$ cat src/rtl/sram64_pkg.sv
package sram64_pkg;
    typedef enum logic [1:0] {
        ST_IDLE    = 2'd0,
        ST_WRITE   = 2'd1,
        ST_RD_LOW  = 2'd2,
        ST_RD_DATA = 2'd3
    } acc_state_t;
endpackage

$ cat src/rtl/sram64_array.sv
module sram64_array #(
    parameter int ADDR_W = 6
) (
    input  logic              clk,
    input  logic              we,
    input  logic [ADDR_W-1:0] waddr,
    input  logic              wbit,
    input  logic [ADDR_W-1:0] raddr,
    output logic              rbit
);
    localparam int DEPTH = 1 << ADDR_W;

    logic [DEPTH-1:0] cells;

    always_ff @(posedge clk) begin
        if (we) cells[waddr] <= wbit;
    end

    assign rbit = cells[raddr];
endmodule

$ cat src/rtl/sram64_ctrl.sv
module sram64_ctrl
    import sram64_pkg::*;
#(
    parameter int ADDR_W        = 6,
    parameter int ACCESS_CYCLES = 2
) (
    input  logic              clk,
    input  logic              rst_n,
    input  logic              sel,
    input  logic              rd,
    input  logic [ADDR_W-1:0] addr,
    output logic              we,
    output logic [ADDR_W-1:0] hold_addr,
    output logic              oe,
    output logic              show
);
    localparam int LOW_LEN = (ACCESS_CYCLES > 1) ? ACCESS_CYCLES - 1 : 1;
    localparam int CNT_W   = (LOW_LEN > 1) ? $clog2(LOW_LEN) : 1;
    localparam logic [CNT_W-1:0] CNT_LAST = CNT_W'(LOW_LEN - 1);

    acc_state_t        state, state_nx;
    logic [CNT_W-1:0]  cnt, cnt_nx;
    logic [ADDR_W-1:0] addr_nx;
    logic              moved;

    assign moved = (addr != hold_addr);
    assign we    = sel && !rd;

    always_comb begin
        state_nx = state;
        cnt_nx   = cnt;
        addr_nx  = hold_addr;
        if (!sel) begin
            state_nx = ST_IDLE;
        end else if (!rd) begin
            state_nx = ST_WRITE;
        end else begin
            unique case (state)
                ST_IDLE, ST_WRITE: begin
                    state_nx = ST_RD_LOW;
                    cnt_nx   = '0;
                    addr_nx  = addr;
                end
                ST_RD_LOW: begin
                    if (moved) begin
                        cnt_nx  = '0;
                        addr_nx = addr;
                    end else if (cnt == CNT_LAST) begin
                        state_nx = ST_RD_DATA;
                    end else begin
                        cnt_nx = cnt + 1'b1;
                    end
                end
                ST_RD_DATA: begin
                    if (moved) begin
                        state_nx = ST_RD_LOW;
                        cnt_nx   = '0;
                        addr_nx  = addr;
                    end
                end
            endcase
        end
    end

    always_ff @(posedge clk or negedge rst_n) begin
        if (!rst_n) begin
            state     <= ST_IDLE;
            cnt       <= '0;
            hold_addr <= '0;
        end else begin
            state     <= state_nx;
            cnt       <= cnt_nx;
            hold_addr <= addr_nx;
        end
    end

    always_comb begin
        oe   = 1'b0;
        show = 1'b0;
        unique case (state)
            ST_IDLE, ST_WRITE: begin
                oe   = 1'b0;
                show = 1'b0;
            end
            ST_RD_LOW: begin
                oe   = 1'b1;
                show = 1'b0;
            end
            ST_RD_DATA: begin
                oe   = 1'b1;
                show = 1'b1;
            end
        endcase
    end


    idle_when_unselected_chk: assert property (@(posedge clk) disable iff (!rst_n)
        !sel |=> !oe);

    enable_after_read_chk: assert property (@(posedge clk) disable iff (!rst_n)
        oe |-> $past(sel && rd));

    low_before_data_chk: assert property (@(posedge clk) disable iff (!rst_n)
        $rose(show) |-> $past(oe) && !$past(show));

    addr_held_in_data_chk: assert property (@(posedge clk) disable iff (!rst_n)
        (show && $past(show)) |-> $stable(hold_addr));

    write_disables_chk: assert property (@(posedge clk) disable iff (!rst_n)
        we |=> !oe);
endmodule

$ cat src/rtl/strobed_ram64.sv
module strobed_ram64 #(
    parameter int ADDR_W        = 6,
    parameter int ACCESS_CYCLES = 2
) (
    input  logic              clk,
    input  logic              rst_n,
    input  logic              stb,
    input  logic              en_a,
    input  logic              en_b,
    input  logic              rd_nwr,
    input  logic [ADDR_W-1:0] addr,
    input  logic              din,
    output logic              dout,
    output logic              dout_oe
);
    logic              sel, we, oe, show, rbit;
    logic [ADDR_W-1:0] hold_addr;

    assign sel = stb && en_a && en_b;

    sram64_ctrl #(.ADDR_W(ADDR_W), .ACCESS_CYCLES(ACCESS_CYCLES)) u_ctrl (
        .clk(clk), .rst_n(rst_n), .sel(sel), .rd(rd_nwr), .addr(addr),
        .we(we), .hold_addr(hold_addr), .oe(oe), .show(show)
    );

    sram64_array #(.ADDR_W(ADDR_W)) u_array (
        .clk(clk), .we(we), .waddr(addr), .wbit(din),
        .raddr(hold_addr), .rbit(rbit)
    );

    assign dout_oe = oe;
    assign dout    = show ? rbit : 1'b0;


    quiet_when_off_chk: assert property (@(posedge clk) disable iff (!rst_n)
        !dout_oe |-> !dout);
endmodule

$ cat config.mk
export PLATFORM = sky130hd
export DESIGN_NAME = strobed_ram64
export DESIGN_NICKNAME = d
export VERILOG_FILES = /design/src/rtl/sram64_pkg.sv /design/src/rtl/sram64_array.sv /design/src/rtl/sram64_ctrl.sv /design/src/rtl/strobed_ram64.sv
export SDC_FILE = /design/constraint.sdc
export NUM_CORES = 1
export LEC_CHECK = 0
export BUFFER_PORTS_ARGS = -buffer_cell sky130_fd_sc_hd__buf_4
export CORE_MARGIN = 2
export CORE_UTILIZATION = 30
export CTS_CLUSTER_SIZE = 10
export DETAILED_ROUTE_END_ITERATION = 12
export SYNTH_ARGS = -nofsm -noshare
export SYNTH_HDL_FRONTEND = slang
export SYNTH_SLANG_ARGS = --single-unit
$ cat constraint.sdc
create_clock -name clk -period 2.15 [get_ports clk]
set_input_delay 0.3225 -clock clk [delete_from_list [all_inputs] [get_ports clk]]
set_output_delay 0.3225 -clock clk [all_outputs]
set_load 0.05 [all_outputs]
# Word level (Yosys, flattened, before mapping)
# Cells that the tools add are included.
dict set report classes {
  addsub 1
  n_mul 0
  div_mod_pow 0
  magnitude_cmp 3
  eq_ne 9
  n_shift 0
  muxes 20
  bitwise 0
  reduce_logical 12
}
# op count
set ops {}
lappend ops {{64-bit bitwise mux} 1}
lappend ops {{6-bit by 7-bit < comparator with 1-bit output, second input constant} 2}
lappend ops {{4-bit != test, second input constant} 3}
lappend ops {{6-bit one-hot mux with 2 select lines} 1}
lappend ops {{2-bit 2-to-1 mux} 5}
lappend ops {{3-bit AND reduction} 3}
lappend ops {{1-bit binary-select mux with 6-bit select} 1}
lappend ops {{1-bit demux with 6-bit select} 1}
lappend ops {{6-bit by 1-bit >= comparator with 1-bit output, second input constant} 1}
lappend ops {{1-bit 2-to-1 mux} 6}
lappend ops {{6-bit 2-to-1 mux} 1}
lappend ops {{6-bit != test} 1}
lappend ops {{2-bit one-hot mux with 3 select lines} 1}
lappend ops {{2-bit equality test, second input constant} 2}
lappend ops {{1-bit logical AND} 4}
lappend ops {{2-bit by 1-bit != test with 1-bit output, second input constant} 2}
lappend ops {{1-bit one-hot mux with 2 select lines} 2}
lappend ops {{2-bit OR reduction} 2}
lappend ops {{1-bit one-hot mux with 3 select lines} 1}
lappend ops {{3-bit OR reduction} 1}
lappend ops {{2-bit by 1-bit equality test with 1-bit output, second input constant} 1}
lappend ops {{2-bit logical NOT} 1}
lappend ops {{1-bit adder, second input constant} 1}
lappend ops {{1-bit logical NOT} 1}
dict set report totals {
  ff_bits 73
  latchBits 0
  ramBits 0
  rom_bits 0
  input_bits 13
  out_inout_bits 2
  elab_cells 49
  n_memories 0
}

# Longest topological paths before layout
dict set report logic_depth {
  word_depth 5
  mapped_depth 7
}

# Cells and area by module
# A second synthesis with hierarchy kept.
dict set report hier_totals {
  cells_unflattened 260
  area_unflattened_um2 3359.5
}
# module n_inst cells_each area_each_um2
set by_module_without_submodules {}
lappend by_module_without_submodules {sram64_array 1 228 2952.8}
lappend by_module_without_submodules {sram64_ctrl 1 30 394.1}
lappend by_module_without_submodules {strobed_ram64 1 2 12.5}

# Worst setup path before layout
# Ideal clock, no wire load.
dict set report synth_timing {
  path_type {flip-flop to output port}
  from {register u_ctrl.hold_addr[1]}
  to {output dout}
  t_arrival_ns 2.458
  t_required_ns 1.827
  setup_slack_ns -0.631
  path_stages_with_launch 8
  n_path_buf 2
  cell_sequence {dfrtp_1 -> buf_6 -> buf_4 -> mux4_2 -> nand2_1 -> nand4b_1 -> nand4_1 -> o31ai_1}
}
dict set report synth_via {
  elab_chain_len 3
}
# item line
set synth_lines {}
lappend synth_lines {{start, declared} sram64_ctrl.sv:13} ;# output logic [ADDR_W-1:0] hold_addr,
lappend synth_lines {{start signal, assigned} sram64_ctrl.sv:73} ;# hold_addr <= addr_nx;
lappend synth_lines {{1-bit binary-select mux with 6-bit select} sram64_array.sv:19} ;# assign rbit = cells[raddr];
lappend synth_lines {{1-bit 2-to-1 mux (not written as such)} sram64_array.sv:19}
lappend synth_lines {{1-bit 2-to-1 mux} strobed_ram64.sv:32} ;# assign dout = show ? rbit : 1'b0;
lappend synth_lines {{end, declared} strobed_ram64.sv:13} ;# output logic dout,
# No other way between the ends. The select of a mux whose other input is x is not followed.

# Final worst setup path
# Same ends and word-level chain as after synthesis.

==> summary.md <==
| Metric | Value |
|---|---|
| Max stage delay on crit path | `about 510 ps` |
| CTS Buffer Depth | `2` |
| HPWL after DPL | `4640 um` |
| CP Cell Sequence | `buf_12 -> mux4_2 -> mux4_2 -> o211ai_2 -> o31ai_4 -> buf_6` |
| Starting Density | `0.311` |
| Syn Std Cell Area | `0.00324 mm2` |
| H-Tree Depth | `3` |
| Worst clock skew | `3.39 ps` |
| Clk slew on worst S/H paths | `70 ps` |
| Clk Latency, worst-skew pair | `360 ps` |
| Hold Worst Slack | `177 ps` |
| Post-synth top area cell | `edfxtp_1` |
| 1st-iter DRT viols | `roughly 180` |
| CP startpoint kind | `flop` |
| Synth cell types | `36` |
| # setup viols final | `1` |
| Final Slew Violations | `0` |
| Worst r2r src | `u_ctrl.hold_addr[2]` |
| Cts bufs inserted | `9` |
| Input/output buffers | `14` |
| Largest net degree at the start of global routing | `65` |
| Setup ws final | `-548 ps` |
| Status | `complete, but fails checks` |
| Syn Nets | `roughly 250` |
| Peak VDD IR | `0.000332 V` |
| Critical path arrival | `2380 ps` |
| Largest cells by area after synthesis | `edfxtp_1 59%, nor2_1 7.8%, mux4_2 6.9%` |
| Area delta synth->final | `17.7%` |
| Number of global-route vias before repair | `about 2000` |
| Routability Congestion | `0.804` |
| Unrepaired setup endpoints after global routing | `yes` |
| Reg-to-Reg End | `u_ctrl.state[0]` |
| Clock Root Buffer | `clkbuf_8` |
| Multi-input logic area | `0.00107 mm2` |
| Drt total wl | `7240 um` |
| Crit path launch | `u_ctrl.hold_addr[1]` |
| Final #Nets | `280` |
| Setup crit end | `dout` |
| Hold Path Class | `primary input to flop` |
| Critical path's slowest cell | `mux4_2` |
| Maxcap violations | `0` |
| Leak Pwr | `1.22 nW` |
| First-pass GRT wire length | `11300 um` |
| Worst R2R Setup Slack | `500 ps` |
| Pwr/cell area | `805 mW/mm2` |
| Most common cell in the netlist | `nor2_1` |
| # IOs | `15` |
| Reg area | `0.00212 mm2` |
| Utilization after layout | `0.366` |
| Die width | `108 um` |
| Final Power | `3.07 mW` |
| DRC | `0` |
| DR pass1 iterations | `4` |
| TritonCTS clock tree | `done` |
| Fin. Hold Viols | `0` |
| Dpl cells | `391` |
| Layout cells sized above 1 | `0.224` |
| Crit path kind | `flop to output pin` |
| Core Footprint | `between 0.01 and 0.015 mm2` |
| Critical-path maximum fanout | `5` |
| Seq/Total Area, Yosys | `0.655` |
| Clock sinks | `72` |
| Synth Register Bits | `just over 70` |
| Total Routing Usage GR | `0.135` |
| Die H | `108 um` |
| Worst reg-to-reg path cell count | `5` |
| Yosys top cell area share | `0.593` |
| Fillers | `roughly 1000` |
| CP most frequent cell | `mux4_2` |
| Initial antenna violation count | `0` |
| Failing checks | `negative setup slack` |
| Synthesized area per cell | `between 10 and 15 um2` |
| Relative slew slack | `0.634` |
| F_max | `371 MHz` |
| Asr flop ratio synth | `0.111` |
| Die ar. | `0.0116 mm2` |
| Antenna Violating Nets Remaining | `0` |
| Grt ovf | `0` |
| Ys flop type | `edfxtp_1` |
| Rows | `37` |
| Crit path required time | `1830 ps` |
| Synth top cells by count | `67 x nor2_1, 64 x edfxtp_1, 27 x nand2_1, 10 x mux4_2, 8 x dfrtp_1` |
| Finished Layout Cells | `408` |
| Number of synthesized flops with an enable pin | `64` |
| Period Utilization, post-route | `1.26` |
| Critical path capture point type | `output pin` |
| Vias/cell | `4.97` |
| DR WL/cell | `roughly 18 um` |
| N_diodes | `0` |
| DR vias | `approximately 2000` |
| Mapped Cells | `238` |
| Syn. warnings | `0` |
| Final min period | `2700 ps` |
| Slew of the pin with the lowest slew margin | `549 ps` |
| Pre-CTS WS | `-238 ps` |
==> how the worst min path moves through the flow <==
stage                                to  slack (ps)  startpoint  cells past startpoint
floorplan           u_ctrl.hold_addr[0]          30       rst_n                      0
global placement        u_ctrl.state[1]         150       rst_n                      1
detailed placement  u_ctrl.hold_addr[0]         150       rst_n                      1
CTS                     u_ctrl.state[0]         180      rd_nwr                      2
global route            u_ctrl.state[0]         180      rd_nwr                      2
finish                  u_ctrl.state[0]         180      rd_nwr                      2
==> cells in the final DEF, fill, tap and decap left out, types with 3 or more instances in the layout <==
cell | Yosys | final
xnor2_1 | 3 | 3
nor2_1 | 67 | 67
mux4_2 | 10 | 13
nand2_1 | 27 | 27
nand3b_1 | 4 | 4
nand4_1 | 3 | 3
edfxtp_1 | 64 | 64
xor2_1 | 3 | 3
nand3_1 | 6 | 6
buf_4 | 1 | 27
dfrtp_1 | 8 | 8
mux4_1 | 7 | 4
clkbuf_8 | 0 | 9
==> power by group <==
part	internal [mW]	switching [mW]	leakage, nW
Sequential	1.54	0.0394	0.678
Clock	0.536	0.511	0.0973
Combinational	0.223	0.217	0.444
==> layer usage <==
layer | global-route usage | vias to the layer above | share of wire
met5 | 0 | - | 0
li1 | - | 929 | -
met4 | 0.0586 | 0 | 0.030
met3 | 0.0428 | 16 | 0.056
met2 | 0.203 | 60 | 0.46
met1 | 0.181 | 1021 | 0.45
==> kinds of logic after synthesis <==
logic type,after synthesis,synth area share
XOR/XNOR,6,0.0162
buffers and inverters,15,0.0216
AND/OR/NAND/NOR,121,0.164
flip-flops,72,0.655
multiplexers,18,0.129
AO/OA/AOI/OAI,6,0.0139
==> cell type report <==
cell class	instances	share of cell area
sequential	72	0.556
timing repair buffer	31	0.0669
clock buffer	11	0.0344
inverter	2	0.00197
clock inverter	5	0.0151
tap	136	0.0446
multi-input combinational	151	0.281
==> worst max-delay path, delay by kind of cell (launching register included) <==
kind / cells / cell delay, ps
AO/OA/AOI/OAI: 2 / 310
multiplexers: 2 / 1000
flip-flops: 1 / 410
buffers and inverters: 2 / 300
==> registers in the layout, indices dropped and copies added, names as in the netlist <==
name / count
u_ctrl.hold_addr: 6
u_ctrl.state: 2
u_array.cells: 64
==> per-stage QoR <==
step	TNS [ps]	cell area (um2)
after floorplan	0	3270
after global placement	-215	3620
after detailed placement	-238	3620
after CTS	-576	3810
after global routing	-630	3810
final	-548	3810
==> timing repair <==
| action | CTS | global route |
|---|---|---|
| hold endpoints to repair | 8 | 0 |
| hold buffers | 1 | 0 |
| setup endpoints to repair | 1 | 1 |
| buffers inserted | 0 | 0 |
| pin swaps | 1 | 1 |
| resized for setup | 4 | 1 |
Note: power is estimated with default switching activity, not from simulation.
